`src/rtl/dma2d_pkg.sv`:
```
package dma2d_pkg;
    typedef enum logic [1:0] {
        SQ_IDLE = 2'd0,
        SQ_LINE = 2'd1,
        SQ_RING = 2'd2
    } seq_state_e;
endpackage

```
`src/rtl/dma2d_line_walk.sv`:
```
module dma2d_line_walk #(
    parameter int ADDR_W   = 30,
    parameter int LEN_W    = 16,
    parameter int CNT_W    = 16,
    parameter int STRIDE_W = 16
) (
    input  logic                clk,
    input  logic                rst_n,
    input  logic                load_i,
    input  logic                step_i,
    input  logic [ADDR_W-1:0]   base_i,
    input  logic [LEN_W-1:0]    len_i,
    input  logic [CNT_W-1:0]    cnt_i,
    input  logic [STRIDE_W-1:0] stride_i,
    output logic [ADDR_W-1:0]   addr_o,
    output logic                last_o
);
    typedef struct packed {
        logic [ADDR_W-1:0] addr;
        logic [ADDR_W-1:0] line;
        logic [LEN_W-1:0]  col;
        logic [CNT_W-1:0]  row;
    } walk_t;

    walk_t w_d, w_q;
    logic  line_end;
    logic [ADDR_W-1:0] next_line;

    assign line_end  = (w_q.col == len_i - LEN_W'(1));
    assign next_line = w_q.line + ADDR_W'(stride_i);

    always_comb begin
        w_d = w_q;
        if (load_i) begin
            w_d.addr = base_i;
            w_d.line = base_i;
            w_d.col  = '0;
            w_d.row  = '0;
        end else if (step_i) begin
            if (line_end) begin
                w_d.line = next_line;
                w_d.addr = next_line;
                w_d.col  = '0;
                w_d.row  = w_q.row + CNT_W'(1);
            end else begin
                w_d.addr = w_q.addr + ADDR_W'(1);
                w_d.col  = w_q.col + LEN_W'(1);
            end
        end
    end

    always_ff @(posedge clk or negedge rst_n) begin
        if (!rst_n) w_q <= '0;
        else        w_q <= w_d;
    end

    assign addr_o = w_q.addr;
    assign last_o = line_end && (w_q.row == cnt_i);


    col_bound_chk: assert property (@(posedge clk) disable iff (!rst_n)
        (len_i != '0) |-> (w_q.col < len_i));
endmodule

```
`src/rtl/dma2d_ring_walk.sv`:
```
module dma2d_ring_walk #(
    parameter int ADDR_W = 30,
    parameter int AREA_W = 33
) (
    input  logic              clk,
    input  logic              rst_n,
    input  logic              load_i,
    input  logic              step_i,
    input  logic [ADDR_W-1:0] base_i,
    input  logic [AREA_W-1:0] area_i,
    output logic [ADDR_W-1:0] addr_o,
    output logic              end_first_o,
    output logic              end_second_o
);
    typedef struct packed {
        logic [ADDR_W-1:0] addr;
        logic [AREA_W-1:0] idx;
    } ring_t;

    ring_t r_d, r_q;
    logic [AREA_W-1:0] half_len;

    assign half_len     = area_i >> 1;
    assign end_first_o  = (half_len != '0) && (r_q.idx == half_len - AREA_W'(1));
    assign end_second_o = (r_q.idx == area_i - AREA_W'(1));

    always_comb begin
        r_d = r_q;
        if (load_i) begin
            r_d.addr = base_i;
            r_d.idx  = '0;
        end else if (step_i) begin
            if (end_second_o) begin
                r_d.addr = base_i;
                r_d.idx  = '0;
            end else begin
                r_d.addr = r_q.addr + ADDR_W'(1);
                r_d.idx  = r_q.idx + AREA_W'(1);
            end
        end
    end

    always_ff @(posedge clk or negedge rst_n) begin
        if (!rst_n) r_q <= '0;
        else        r_q <= r_d;
    end

    assign addr_o = r_q.addr;


    ring_idx_chk: assert property (@(posedge clk) disable iff (!rst_n)
        (area_i != '0) |-> (r_q.idx < area_i));
endmodule

```
`src/rtl/dma2d_addr_seq.sv`:
```
module dma2d_addr_seq
    import dma2d_pkg::*;
#(
    parameter int ADDR_W   = 30,
    parameter int LEN_W    = 16,
    parameter int CNT_W    = 16,
    parameter int STRIDE_W = 16
) (
    input  logic                clk,
    input  logic                rst_n,
    input  logic [ADDR_W-1:0]   cfg_base,
    input  logic [LEN_W-1:0]    cfg_line_len,
    input  logic [CNT_W-1:0]    cfg_line_cnt,
    input  logic [STRIDE_W-1:0] cfg_stride,
    input  logic                cfg_to_dev,
    input  logic                cfg_burst4,
    input  logic                start,
    input  logic                stop,
    input  logic                ready,
    output logic [ADDR_W-1:0]   addr_o,
    output logic                valid_o,
    output logic                burst_o,
    output logic                dir_o,
    output logic                done_o,
    output logic                half_o,
    output logic                half_sel_o
);
    localparam int AREA_W = STRIDE_W + CNT_W + 1;

    typedef struct packed {
        seq_state_e            st;
        logic [ADDR_W-1:0]     base;
        logic [LEN_W-1:0]      len;
        logic [CNT_W-1:0]      cnt;
        logic [STRIDE_W-1:0]   stride;
        logic [AREA_W-1:0]     area;
        logic                  dir;
        logic                  burst;
        logic                  done;
        logic                  half;
        logic                  half_sel;
    } seq_t;

    seq_t s_d, s_q;

    logic              launch;
    logic              hs;
    logic [ADDR_W-1:0] walk_base;
    logic [AREA_W-1:0] area_calc;
    logic [ADDR_W-1:0] line_addr, ring_addr;
    logic              line_last, ring_first, ring_second;

    assign launch    = start && !stop && (s_q.st == SQ_IDLE);
    assign hs        = (s_q.st != SQ_IDLE) && ready;
    assign walk_base = launch ? cfg_base : s_q.base;
    assign area_calc = AREA_W'(cfg_stride) * (AREA_W'(cfg_line_cnt) + AREA_W'(1));

    dma2d_line_walk #(
        .ADDR_W(ADDR_W), .LEN_W(LEN_W), .CNT_W(CNT_W), .STRIDE_W(STRIDE_W)
    ) u_line (
        .clk(clk), .rst_n(rst_n),
        .load_i(launch),
        .step_i(hs && (s_q.st == SQ_LINE)),
        .base_i(walk_base),
        .len_i(s_q.len),
        .cnt_i(s_q.cnt),
        .stride_i(s_q.stride),
        .addr_o(line_addr),
        .last_o(line_last)
    );

    dma2d_ring_walk #(
        .ADDR_W(ADDR_W), .AREA_W(AREA_W)
    ) u_ring (
        .clk(clk), .rst_n(rst_n),
        .load_i(launch),
        .step_i(hs && (s_q.st == SQ_RING)),
        .base_i(walk_base),
        .area_i(s_q.area),
        .addr_o(ring_addr),
        .end_first_o(ring_first),
        .end_second_o(ring_second)
    );

    always_comb begin
        s_d      = s_q;
        s_d.done = 1'b0;
        s_d.half = 1'b0;
        unique case (s_q.st)
            SQ_IDLE: begin
                if (launch) begin
                    s_d.base   = cfg_base;
                    s_d.len    = cfg_line_len;
                    s_d.cnt    = cfg_line_cnt;
                    s_d.stride = cfg_stride;
                    s_d.area   = area_calc;
                    s_d.dir    = cfg_to_dev;
                    s_d.burst  = cfg_burst4;
                    s_d.st     = (cfg_line_len == '0) ? SQ_RING : SQ_LINE;
                end
            end
            SQ_LINE: begin
                if (stop) begin
                    s_d.st = SQ_IDLE;
                end else if (hs && line_last) begin
                    s_d.st   = SQ_IDLE;
                    s_d.done = 1'b1;
                end
            end
            SQ_RING: begin
                if (stop) begin
                    s_d.st = SQ_IDLE;
                end else if (hs && ring_first) begin
                    s_d.half     = 1'b1;
                    s_d.half_sel = 1'b0;
                end else if (hs && ring_second) begin
                    s_d.half     = 1'b1;
                    s_d.half_sel = 1'b1;
                end
            end
            default: s_d.st = SQ_IDLE;
        endcase
    end

    always_ff @(posedge clk or negedge rst_n) begin
        if (!rst_n) s_q <= '0;
        else        s_q <= s_d;
    end

    assign valid_o    = (s_q.st != SQ_IDLE);
    assign addr_o     = (s_q.st == SQ_RING) ? ring_addr : line_addr;
    assign burst_o    = valid_o && s_q.burst && (addr_o[1:0] == 2'b00);
    assign dir_o      = s_q.dir;
    assign done_o     = s_q.done;
    assign half_o     = s_q.half;
    assign half_sel_o = s_q.half_sel;


    valid_rise_chk: assert property (@(posedge clk) disable iff (!rst_n)
        $rose(valid_o) |-> $past(start));

    addr_hold_chk: assert property (@(posedge clk) disable iff (!rst_n)
        (valid_o && !ready && !stop) |=> (valid_o && $stable(addr_o)));

    done_pulse_chk: assert property (@(posedge clk) disable iff (!rst_n)
        done_o |=> !done_o);

    done_idle_chk: assert property (@(posedge clk) disable iff (!rst_n)
        done_o |-> !valid_o);

    stop_idle_chk: assert property (@(posedge clk) disable iff (!rst_n)
        stop |=> (!valid_o && !done_o && !half_o));

    evt_excl_chk: assert property (@(posedge clk) disable iff (!rst_n)
        $onehot0({done_o, half_o}));

    burst_valid_chk: assert property (@(posedge clk) disable iff (!rst_n)
        burst_o |-> valid_o);
endmodule

```
`config.mk`:
```
export PLATFORM = sky130hd
export DESIGN_NAME = dma2d_addr_seq
export DESIGN_NICKNAME = d
export VERILOG_FILES = /design/src/rtl/dma2d_pkg.sv /design/src/rtl/dma2d_line_walk.sv /design/src/rtl/dma2d_ring_walk.sv /design/src/rtl/dma2d_addr_seq.sv
export SDC_FILE = /design/constraint.sdc
export NUM_CORES = 1
export LEC_CHECK = 0
export ABC_CLOCK_PERIOD_IN_PS = 5280
export BUFFER_PORTS_ARGS = -buffer_cell sky130_fd_sc_hd__buf_2
export CORE_ASPECT_RATIO = 0.6
export CORE_MARGIN = 3
export CORE_UTILIZATION = 30
export DETAILED_ROUTE_END_ITERATION = 10
export HOLD_SLACK_MARGIN = 0.02
export PLACE_DENSITY = 0.56
export SETUP_SLACK_MARGIN = 0.02
export SYNTH_ARGS = -nofsm -noshare
export SYNTH_HDL_FRONTEND = slang
export SYNTH_SLANG_ARGS = --single-unit
```
`constraint.sdc`:
```
create_clock -name clk -period 5.28 [get_ports clk]
set_clock_uncertainty 0.15 [all_clocks]
set_input_delay 1.32 -clock clk [delete_from_list [all_inputs] [get_ports clk]]
set_output_delay 1.32 -clock clk [all_outputs]
set_load 0.01 [all_outputs]
```
==> run_results.csv <==
group,metric,value,unit
clocking,cts_buffers,28,
timing,slew_headroom,0.239,
final_layout,n_antenna_cell,0,
final_layout,fill_cells,9104,
power_and_ir_drop,p_int,10.7,mW
critical_path,crit_type,"in2reg",
floorplanning,io_pins,121,
detailed_routing,routed-wl-met3,9270,um
clocking,postCtsHoldBufs,0,
yosys,synthArstFlopShare,1.00,
clocking,cts_sinks,273,
clocking,clkLatencyLatePin,0.59,ns
global_routing,grt_pass1_vias,22600,
yosys,ys_types,97,
final_layout,layout-drive-gt1-share,0.173,
detailed_routing,ant_nets,0,
detailed_routing,dr.pass1.iters,6,
power_and_ir_drop,cellPowerDensity,609,mW/mm2
placed_design,place_ws,-2.94,ns
floorplanning,rows,84,
power_and_ir_drop,p_sw_frac,0.454,
floorplanning,die_y,239,um
power_and_ir_drop,p_comb_frac,0.736,
timing,hold_viol_final,0,
timing,post-route-period-util,1.38,
yosys,yosysTopAreaCell,"dfrtp_1",
outcome,status,"finished, violations left",
critical_path,start_kind,"input pin",
timing,timing.fmax,0.137,GHz
power_and_ir_drop,ir_drop,0.905,mV
floorplanning,initial_core_util,0.306,
hold_path,hp-class,"reg2reg",
placed_design,dp_hpwl,72100,um
global_routing,grtUsageTotal,0.190,
critical_path,path_max_fanout,6,
timing,finalSetupViolCount,27,
yosys,synth_nets,3721,
yosys,synth_top_area_frac,0.252,
detailed_routing,top_layer,"met5",
detailed_routing,wl_per_cell,19.2,um
clocking,path_clk_slew,0.07,ns
critical_path,reg2reg_slack,0.79,ns
clocking,cts_tree,"done",
timing,tightest_slew,1.14,ns
yosys,avgSynthCellArea,8.22,um2
yosys,synthFlopType,"dfrtp_1",
timing,rsz0062_at_grt,"true",
final_layout,regArea,0.00683,mm2
detailed_routing,route.met2.wl,32300,um
yosys,netlist_area,0.0271,mm2
placed_design,place.gp.congestion,0.920,
critical_path,required,5.65,ns
power_and_ir_drop,p_clk_frac,0.106,
final_layout,nNetsFinal,3931,
timing,final_max_slew_viol_count,0,
global_routing,overflow,0,
yosys,yosys_warnings,0,
critical_path,crit_arrival,7.68,ns
timing,fin_ws,-2.03,ns
yosys,synth_most_common_cell,"nand2_1",
floorplanning,core-area,0.0886,mm2
floorplanning,die_width,394,um
clocking,cts-root-buf,"clkbuf_16",
yosys,synth_enable_flop_cells,0,
yosys,synthTopCellsByCount,"630 x nand2_1, 304 x inv_1, 273 x dfrtp_1",
yosys,synth-seq-area-share,0.252,
global_routing,grt_first_pass_wirelength,141000,um
clocking,max-clock-path-buffers,3,
clocking,cts.htree.levels,1,
global_routing,antenna_found_initial,1,
detailed_routing,wirelength,91000,um
yosys,ys_top_cells_by_area,"dfrtp_1 25%, fa_1 15%, nand2_1 8.7%",
outcome,violations,"setup timing",
yosys,syn_inst,3296,
yosys,synth_seq_cells,273,
detailed_routing,via_count,24300,
final_layout,syn2layout_area_growth,19.0,%
run,max_cap_violations,0,
floorplanning,die-area,0.0941,mm2
timing,fin_crit,7.31,ns
final_layout,multi_input_area,0.0190,mm2
power_and_ir_drop,seqPwrFrac,0.157,
critical_path,end_kind,"flop",
detailed_routing,drt-met1-wl,48600,um
detailed_routing,drt_drc_violations_left,0,
detailed_routing,viasPerCell,5.13,
detailed_routing,drt_iter0_drc,2404,
power_and_ir_drop,power_leakage,14.8,nW
global_routing,grt_start_max_net_pins,109,
power_and_ir_drop,p_sw,8.93,mW
placed_design,place.port_buffers,120,
timing,whs,0.324,ns
## final timing paths
kind / depth (start not counted) / end / from
max in group asynchronous: 2 / u_line.w_q[9]$_DFFE_PN0P_ / rst_n
setup / recovery: 28 / s_q[37]$_DFFE_PN0P_ / cfg_line_cnt[2]
hold reg to reg: 2 / s_q[86]$_DFFE_PN0P_ / s_q[86]$_DFFE_PN0P_
setup reg to reg: 11 / u_line.w_q[53]$_DFFE_PN0P_ / s_q[70]$_DFFE_PN0P_
hold / removal: 2 / s_q[86]$_DFFE_PN0P_ / s_q[86]$_DFFE_PN0P_
min in group asynchronous: 1 / u_ring.addr_o[19]$_DFFE_PN0P_ / rst_n
## kinds of logic (layout without fill, tap and decap cells)
group           after synthesis  count (layout)  synth area share
xor+xnor                    214             214            0.0691
flops                       273             273             0.252
simple gates               1419            1419             0.252
compound gates              506             506             0.122
fa+ha+maj                   340             340             0.215
buf+inv                     503             734            0.0738
mux                          41              41            0.0154
## final cells by class
cell class,count,area share
Sequential cell,273,0.212
Inverter,304,0.0354
Clock inverter,9,0.00353
Multi-Input combinational cell,2520,0.590
Tap cell,1204,0.0467
Timing Repair Buffer,379,0.0875
Clock buffer,42,0.0252
## layer usage
metal,vias up,track usage
li1,11500,-
met1,11900,0.320
met2,863,0.229
met3,59,0.0592
met4,2,0.0213
met5,-,0
## state kept, by name (all words and copies together) (netlist names)
| signal | cells |
|---|---|
| done_o | 1 |
| u_line.addr_o | 30 |
| u_line.w_q | 62 |
| u_ring.addr_o | 30 |
| u_ring.r_q | 33 |
| half_sel_o | 1 |
| s_q | 114 |
| half_o | 1 |
| dir_o | 1 |
## power groups by stage
stage	Clock, mW	Combinational, mW	Sequential (mW)
floorplan	0	8.50	2.76
global placement	0	12.6	3.10
detailed placement	0	12.7	3.10
CTS	2.13	14.0	3.07
global route	2.22	16.0	3.15
finish	2.08	14.5	3.09
## what timing repair did
action,CTS,global route
pin swaps,58,38
cloned,0,0
buffers inserted,16,4
gates resized for setup,87,41
endpoints found under the setup margin,27,27
## through the flow
step / cell area [um2] / instances / utilization / setup TNS (ns) / total power [mW]
finish: 32300 / 4731 / 0.364 / -41.06 / 19.6
global route: 32300 / 4731 / 0.364 / -46.75 / 21.3
CTS: 32100 / 4727 / 0.362 / -40.65 / 19.1
detailed placement: 30700 / 4661 / 0.346 / -62.59 / 15.8
global placement: 30700 / 4661 / 0.346 / -60.72 / 15.7
floorplan: 27500 / 3296 / - / -44.99 / 11.3
## critical path: stages
cell	delay [ns]
buf_2	0.12
buf_6	0.13
nand2_4	0.05
nor2_4	0.10
nand4_1	0.15
nor2_1	0.16
xor2_1	0.18
buf_4	0.20
nand2_2	0.07
fa_1	0.53
fa_1	0.43
fa_1	0.49
inv_1	0.05
fa_1	0.46
fa_1	0.50
inv_1	0.05
fa_2	0.57
inv_2	0.06
ha_4	0.26
and3_4	0.19
and3_4	0.20
o311ai_4	0.11
a31oi_4	0.22
a41oi_2	0.15
a21oi_2	0.20
nor3_1	0.08
or4b_4	0.54
nand3_2	0.09
## placed cells by master (no fill, tap or decap), drive strengths merged, types with 10 or more instances in the layout
| master | Yosys | final |
|---|---|---|
| or2 | 14 | 14 |
| nand4 | 52 | 52 |
| ha | 131 | 131 |
| nor2 | 178 | 178 |
| nand2b | 19 | 19 |
| mux2i | 35 | 35 |
| or3 | 27 | 27 |
| inv | 304 | 304 |
| xnor2 | 135 | 135 |
| nor3 | 98 | 98 |
| a21oi | 80 | 80 |
| a211oi | 20 | 20 |
| o211ai | 12 | 12 |
| o21ai | 165 | 165 |
| o22ai | 10 | 10 |
| and3 | 47 | 47 |
| buf | 37 | 379 |
| and2 | 113 | 113 |
| dfrtp | 273 | 273 |
| o21a | 10 | 10 |
| nand2 | 631 | 631 |
| or4 | 18 | 18 |
| o31ai | 20 | 20 |
| xor2 | 79 | 79 |
| nand3 | 109 | 109 |
| a31oi | 32 | 32 |
| nor2b | 20 | 20 |
| a21o | 32 | 32 |
| clkbuf | 162 | 42 |
| nor4 | 60 | 60 |
| fa | 209 | 209 |
Note: power is estimated with default switching activity, not from simulation.
